===== src/rtl/div_pkg.sv =====
// Shared types for the iterative divider.
package div_pkg;
    // Operation selection carried from request to result fix-up.
    typedef struct packed {
        logic sgn;   // two's-complement operands
        logic word;  // 32-bit operands in the low halves
        logic ext;   // extended dividend (ignored for remainder)
        logic rem;   // return remainder instead of quotient
    } div_ctl_t;
endpackage


===== src/rtl/div_prep.sv =====
// Operand preparation: turns the request into magnitudes and a
// double-width numerator {n_hi, n_lo} for an unsigned engine.
// Assumes W is even. pre_ovf flags a numerator whose high half is not
// below the divisor (zero divisor or extended overflow).
module div_prep
    import div_pkg::*;
#(
    parameter int W = 64
) (
    input  logic [W-1:0] a,
    input  logic [W-1:0] b,
    input  div_ctl_t     ctl,
    output logic [W-1:0] n_hi,
    output logic [W-1:0] n_lo,
    output logic [W-1:0] d,
    output logic         q_neg,
    output logic         r_neg,
    output logic         pre_ovf
);
    localparam int HW = W / 2;

    logic          sa, sb, use_ext;
    logic [W-1:0]  a_mag, b_mag;
    logic [HW-1:0] a_lo_neg, b_lo_neg;

    // Sign extraction, magnitude and numerator placement.
    always_comb begin
        sa       = ctl.sgn & (ctl.word ? a[HW-1] : a[W-1]);
        sb       = ctl.sgn & (ctl.word ? b[HW-1] : b[W-1]);
        a_lo_neg = ~a[HW-1:0] + 1'b1;
        b_lo_neg = ~b[HW-1:0] + 1'b1;
        if (ctl.word) begin
            a_mag = {{HW{1'b0}}, (sa ? a_lo_neg : a[HW-1:0])};
            b_mag = {{HW{1'b0}}, (sb ? b_lo_neg : b[HW-1:0])};
        end else begin
            a_mag = sa ? (~a + 1'b1) : a;
            b_mag = sb ? (~b + 1'b1) : b;
        end
        use_ext = ctl.ext & ~ctl.rem;
        n_hi    = (use_ext && !ctl.word) ? a_mag : '0;
        if (use_ext)
            n_lo = ctl.word ? {a_mag[HW-1:0], {HW{1'b0}}} : '0;
        else
            n_lo = a_mag;
        d       = b_mag;
        pre_ovf = (n_hi >= d);
        q_neg   = sa ^ sb;
        r_neg   = sa;
    end
endmodule


===== src/rtl/div_core.sv =====
// Restoring shift-subtract engine: one quotient bit per clock, W steps.
// Assumes n_hi < d at start (the caller discards results otherwise) and
// W a power of two. start is ignored while busy.
module div_core #(
    parameter int W = 64
) (
    input  logic         clk,
    input  logic         rst_n,
    input  logic         start,
    input  logic [W-1:0] n_hi,
    input  logic [W-1:0] n_lo,
    input  logic [W-1:0] d,
    output logic         busy,
    output logic         done,
    output logic [W-1:0] quo,
    output logic [W-1:0] rem
);
    localparam int CW = $clog2(W);

    logic [W-1:0]  d_q;
    logic [CW-1:0] cnt;
    logic [W:0]    sh;
    logic [W-1:0]  diff;
    logic          take;

    // One trial subtraction of the shifted partial remainder.
    always_comb begin
        sh   = {rem, quo[W-1]};
        take = (sh >= {1'b0, d_q});
        diff = sh[W-1:0] - d_q;
    end

    // Load on start, then step until W quotient bits are produced.
    always_ff @(posedge clk) begin
        if (!rst_n) begin
            busy <= 1'b0;
            done <= 1'b0;
            cnt  <= '0;
            quo  <= '0;
            rem  <= '0;
            d_q  <= '0;
        end else begin
            done <= 1'b0;
            if (start && !busy) begin
                rem  <= n_hi;
                quo  <= n_lo;
                d_q  <= d;
                cnt  <= '0;
                busy <= 1'b1;
            end else if (busy) begin
                rem <= take ? diff : sh[W-1:0];
                quo <= {quo[W-2:0], take};
                cnt <= cnt + 1'b1;
                if (cnt == CW'(W - 1)) begin
                    busy <= 1'b0;
                    done <= 1'b1;
                end
            end
        end
    end


    busy_ignore_chk: assert property (@(posedge clk) disable iff (!rst_n)
        busy && start |=> cnt == $past(cnt) + 1'b1);

    run_end_chk: assert property (@(posedge clk) disable iff (!rst_n)
        busy |=> busy || done);

    done_idle_chk: assert property (@(posedge clk) disable iff (!rst_n)
        done |-> !busy);
endmodule


===== src/rtl/div_fix.sv =====
// Result fix-up: applies signs, checks that the quotient fits the
// selected width and forms the 64-bit write-back value. Purely
// combinational; assumes quo/rem are unsigned magnitudes.
module div_fix
    import div_pkg::*;
#(
    parameter int W = 64
) (
    input  logic [W-1:0] quo,
    input  logic [W-1:0] rem,
    input  div_ctl_t     ctl,
    input  logic         q_neg,
    input  logic         r_neg,
    input  logic         pre_ovf,
    output logic [W-1:0] result
);
    localparam int           HW      = W / 2;
    localparam logic [W-1:0] HALF_W  = W'(1) << (W - 1);
    localparam logic [W-1:0] HALF_HW = W'(1) << (HW - 1);

    logic [W-1:0] qv, rv, q_lim;
    logic         q_fit;

    // Sign application, fit test and width shaping.
    always_comb begin
        qv    = q_neg ? (~quo + 1'b1) : quo;
        rv    = r_neg ? (~rem + 1'b1) : rem;
        q_lim = ctl.word ? HALF_HW : HALF_W;
        if (!ctl.sgn)
            q_fit = ctl.word ? (quo[W-1:HW] == '0) : 1'b1;
        else
            q_fit = q_neg ? (quo <= q_lim) : (quo < q_lim);
        result = '0;
        if (!pre_ovf) begin
            if (ctl.rem) begin
                if (ctl.word)
                    result = {{HW{ctl.sgn & rv[HW-1]}}, rv[HW-1:0]};
                else
                    result = rv;
            end else if (q_fit) begin
                result = ctl.word ? {{HW{1'b0}}, qv[HW-1:0]} : qv;
            end
        end
    end
endmodule


===== src/rtl/div_unit.sv =====
// Top of the iterative divider. Accepts a request when idle, holds the
// operation controls for the result stage and registers the write-back
// value with a one-cycle strobe. Assumes req_valid is a one-cycle pulse.
module div_unit
    import div_pkg::*;
#(
    parameter int W = 64
) (
    input  logic         clk,
    input  logic         rst_n,
    input  logic         req_valid,
    input  logic [W-1:0] req_a,
    input  logic [W-1:0] req_b,
    input  logic         req_signed,
    input  logic         req_word,
    input  logic         req_ext,
    input  logic         req_rem,
    output logic         resp_valid,
    output logic [W-1:0] resp_data
);
    localparam int HW = W / 2;

    div_ctl_t     ctl_in, ctl_q;
    logic [W-1:0] n_hi, n_lo, d, quo, rem, fixed;
    logic         q_neg, r_neg, pre_ovf;
    logic         q_neg_q, r_neg_q, ovf_q;
    logic         busy, done, accept, zdiv, zdiv_q, zdiv_out;

    assign ctl_in = '{sgn: req_signed, word: req_word, ext: req_ext, rem: req_rem};
    assign accept = req_valid && !busy;
    assign zdiv   = req_word ? (req_b[HW-1:0] == '0) : (req_b == '0);

    div_prep #(.W(W)) u_prep (
        .a(req_a), .b(req_b), .ctl(ctl_in),
        .n_hi(n_hi), .n_lo(n_lo), .d(d),
        .q_neg(q_neg), .r_neg(r_neg), .pre_ovf(pre_ovf)
    );

    div_core #(.W(W)) u_core (
        .clk(clk), .rst_n(rst_n), .start(req_valid),
        .n_hi(n_hi), .n_lo(n_lo), .d(d),
        .busy(busy), .done(done), .quo(quo), .rem(rem)
    );

    div_fix #(.W(W)) u_fix (
        .quo(quo), .rem(rem), .ctl(ctl_q),
        .q_neg(q_neg_q), .r_neg(r_neg_q), .pre_ovf(ovf_q),
        .result(fixed)
    );

    // Hold the accepted request's controls until its result is formed.
    always_ff @(posedge clk) begin
        if (!rst_n) begin
            ctl_q   <= '0;
            q_neg_q <= 1'b0;
            r_neg_q <= 1'b0;
            ovf_q   <= 1'b0;
            zdiv_q  <= 1'b0;
        end else if (accept) begin
            ctl_q   <= ctl_in;
            q_neg_q <= q_neg;
            r_neg_q <= r_neg;
            ovf_q   <= pre_ovf;
            zdiv_q  <= zdiv;
        end
    end

    // Register the write-back value and its one-cycle strobe.
    always_ff @(posedge clk) begin
        if (!rst_n) begin
            resp_valid <= 1'b0;
            resp_data  <= '0;
            zdiv_out   <= 1'b0;
        end else begin
            resp_valid <= done;
            if (done) begin
                resp_data <= fixed;
                zdiv_out  <= zdiv_q;
            end
        end
    end


    resp_pulse_chk: assert property (@(posedge clk) disable iff (!rst_n)
        resp_valid |=> !resp_valid);

    zero_div_chk: assert property (@(posedge clk) disable iff (!rst_n)
        resp_valid && zdiv_out |-> resp_data == '0);
endmodule


===== config.mk =====
export PLATFORM = sky130hd
export DESIGN_NAME = div_unit
export DESIGN_NICKNAME = d
export VERILOG_FILES = /design/src/rtl/div_pkg.sv /design/src/rtl/div_prep.sv /design/src/rtl/div_core.sv /design/src/rtl/div_fix.sv /design/src/rtl/div_unit.sv
export SDC_FILE = /design/constraint.sdc
export NUM_CORES = 1
export LEC_CHECK = 0
export CAP_MARGIN = 20
export CELL_PAD_IN_SITES_DETAIL_PLACEMENT = 2
export CELL_PAD_IN_SITES_GLOBAL_PLACEMENT = 2
export CORE_MARGIN = 5
export CORE_UTILIZATION = 38
export DETAILED_ROUTE_END_ITERATION = 16
export DONT_BUFFER_PORTS = 1
export GPL_TIMING_DRIVEN = 0
export PLACE_DENSITY_LB_ADDON = 0.15
export SYNTH_ARGS = -nofsm -noshare
export SYNTH_HDL_FRONTEND = slang
export SYNTH_SLANG_ARGS = --single-unit

===== constraint.sdc =====
create_clock -name clk -period 6 [get_ports clk]
set_clock_uncertainty 0.1 [all_clocks]
set_input_delay 0.3 -clock clk [delete_from_list [all_inputs] [get_ports clk]]
set_output_delay 0.3 -clock clk [all_outputs]
set_load 0.05 [all_outputs]

==> results.cfg <==
[outcome]
outcome = finished, final reports clean

[routing]
wl_per_cell_um = 32.44
vias_per_cell = 6.490
drc = 0
routed_wl_um = 130800
drtPass1Iterations = 6
antenna_left = 0
routed-via-count = 26180
drtIter0Drc = 2068

[cts]
cts_buffers = 35
cts_tree = built
root_buffer = clkbuf_16
cts_hold_buf = 45
cts_setup_buffers = 0
clock_latency_ps = 570
htree_levels = 2
clk_path_buf_depth = 3
cts.reportedPaths.clkPinSlew_ps = 60
cts_resized = 0
clock_sinks = 271

[layout]
final_nets = 3495
seqCellArea_um2 = 5425
n_fill_cell = 6987
synthToLayoutAreaGrowth_pct = 12.08
multiInputGateArea_um2 = 16280
stdcell_count = 4033
layout-drive-gt1-share_pct = 5.108

[timing]
period_needed_ps = 5954
setup_violations = 0
slew_headroom_pct = 19.80
fin_crit_sh_pct = 99.23
max_slew.worst_pin.slew_ps = 1199
max_freq_ghz = 0.1680
hold_violations = 0
maxSlewViolCount = 0
rsz0062_at_grt = false
final.setup.tns_ps = 0

[synthesis]
syn_inst = 3118
yosys-top-cells-count = nor2_1 (375), nand2_1 (306), dfxtp_1 (271), a21oi_1 (235), o21ai_0 (207)
synth_fp_nets = 3389
synth-simple-area-share_pct = 22.63
synthAdderAreaFrac_pct = 7.463
yosysSeqAreaShare_pct = 23.69
synth.distinct_cells = 93
synth_flop_cell = dfxtp_1
synth_area_leaders = dfxtp_1 (24%), ha_1 (7.4%), nor2_1 (6.1%)
synthesis.area_um2 = 22900
synth_top_family_by_area = compound AO/OA/AOI/OAI gates
synth_compound_area_share_pct = 27.89
ys_warn_count = 0
synth_most_common_cell = nor2_1
synth_top_area_share_pct = 23.69
synth_xor_area_share_pct = 11.78
synth_seq_cells = 271
avgSynthCellArea_um2 = 7.345
synth_mux_area_share_pct = 1.218
synthArstFlopShare_pct = 0
synth-edff-count = 0
yosysTopAreaCell = dfxtp_1

[power]
p_per_area_nw_per_um2 = 441.8
p_total_uw = 11340
ir_worst_vdd_mv = 0.2569
leakage_uw = 0.009579

[floorplanning]
fp.dieH_um = 255.5
io_pins = 200
die_w_um = 255.5
initial_utilization_pct = 38.16
dieArea_um2 = 65280
coreArea_um2 = 60020
num_rows = 90

[min_path]
whs_endpoint = u_core.d_q[8]
worstHoldStart = req_b[8]
hold_path_class = in -> reg
hold_depth = 2

[placement]
dp.final_hpwl_um = 106300
dp_cells = 3917
portBuffers = 0
gp_congestion = 0.9904

[global_routing]
first_global_vias = 27550
grt.overflow.total = 0
antenna_found_initial = 8
grt_max_degree = 14
grt_pass1_wl_um = 187600
track_usage_pct = 37.83

[setup_path]
cp_data_arrival_time_ps = 6340
cp_max_fo = 10
critPathLaunchType = input port
worst-setup-path-type = in -> reg
worst_r2r_path_depth = 12
rr_endpoint = u_core.rem[57]
worst-r2r-setup-slack_ps = 170
crit_required_ps = 6380
end_kind = register
rr_startpoint = u_core.rem[34]

[job]
maxCapViolCount = 0
==> flip-flops by register name, indices dropped and copies added, names as in the netlist <==
name / count
ctl_q: 3
ovf_q: 1
q_neg_q: 1
r_neg_q: 1
resp_data: 64
resp_valid: 1
u_core.busy: 1
u_core.cnt: 6
u_core.d_q: 64
u_core.done: 1
u_core.quo: 64
u_core.rem: 64
==> through the flow <==
stage               hold slack (ps)  instance area [um^2]  utilization [%]  worst slack, ps
floorplan                     336.0                 22900                -             1662
global placement              346.0                 23880            39.79           -307.2
detailed placement            358.4                 24040            40.05           -415.2
CTS                          0.5883                 25610            42.67            126.4
global route                  8.532                 25670            42.76            7.520
finish                        9.103                 25670            42.77            46.15
==> area by class of cell <==
class	instances	area share (%)
Clock buffer	47	3.787
Multi-Input combinational cell	2539	63.41
Timing Repair Buffer	69	2.505
Buffer	201	3.193
Tap cell	782	3.812
Antenna cell	1	0.009748
Inverter	107	1.565
Sequential cell	271	21.13
Clock inverter	16	0.5800
==> report_power, final <==
part           total (uW)  switching (uW)  internal (uW)
registers            2550             557           2000
clock network        2120             921           1200
logic                6670            4450           2220
total               11300            5930           5410
==> critical path, stage by stage <==
cell       delay (ps)
clkbuf_1          510
nand2b_1          190
clkbuf_1          580
buf_1             890
clkbuf_1          580
clkbuf_1          480
nor2_1            120
ha_1              310
nand3_1           120
nor3_1            380
nand2_1           120
a2111oi_0         460
a211oi_1          270
o41ai_1           660
o41ai_1           140
a31oi_1           180
==> logic make-up (layout without fill, tap and decap cells) <==
group,count (synthesis),count (layout)
xor+xnor,308,308
mux,27,27
other cells,0,1
fa+ha+maj,136,136
compound gates,971,971
flops,271,271
simple gates,1097,1097
buf+inv,308,440
==> worst max path at each step <==
stage,from,endpoint
final,req_word,ovf_q
after global routing,req_word,ovf_q
after CTS,req_word,ovf_q
after detailed placement,req_word,ovf_q
after global placement,req_word,ovf_q
after floorplan,req_b[39],ovf_q
==> metal layers <==
layer	wire, um	part of all wire (%)	global-route usage [%]	up-vias
li1	-	-	-	11530
met1	54490	42	48.39	13180
met2	58710	45	61.33	1165
met3	10540	8.1	7.724	304
met4	7065	5.4	17.98	4
met5	34	0.026	0	-
==> layout by cell type (no fill, tap or decap), drive strengths merged, types with 108 or more instances in the layout <==
| cell type | count |
|---|---|
| a21oi | 235 |
| clkbuf | 218 |
| dfxtp | 271 |
| ha | 135 |
| inv | 108 |
| nand2 | 309 |
| nor2 | 376 |
| o21ai | 218 |
| xnor2 | 155 |
| xor2 | 153 |
(Power assumes the default switching activity.)
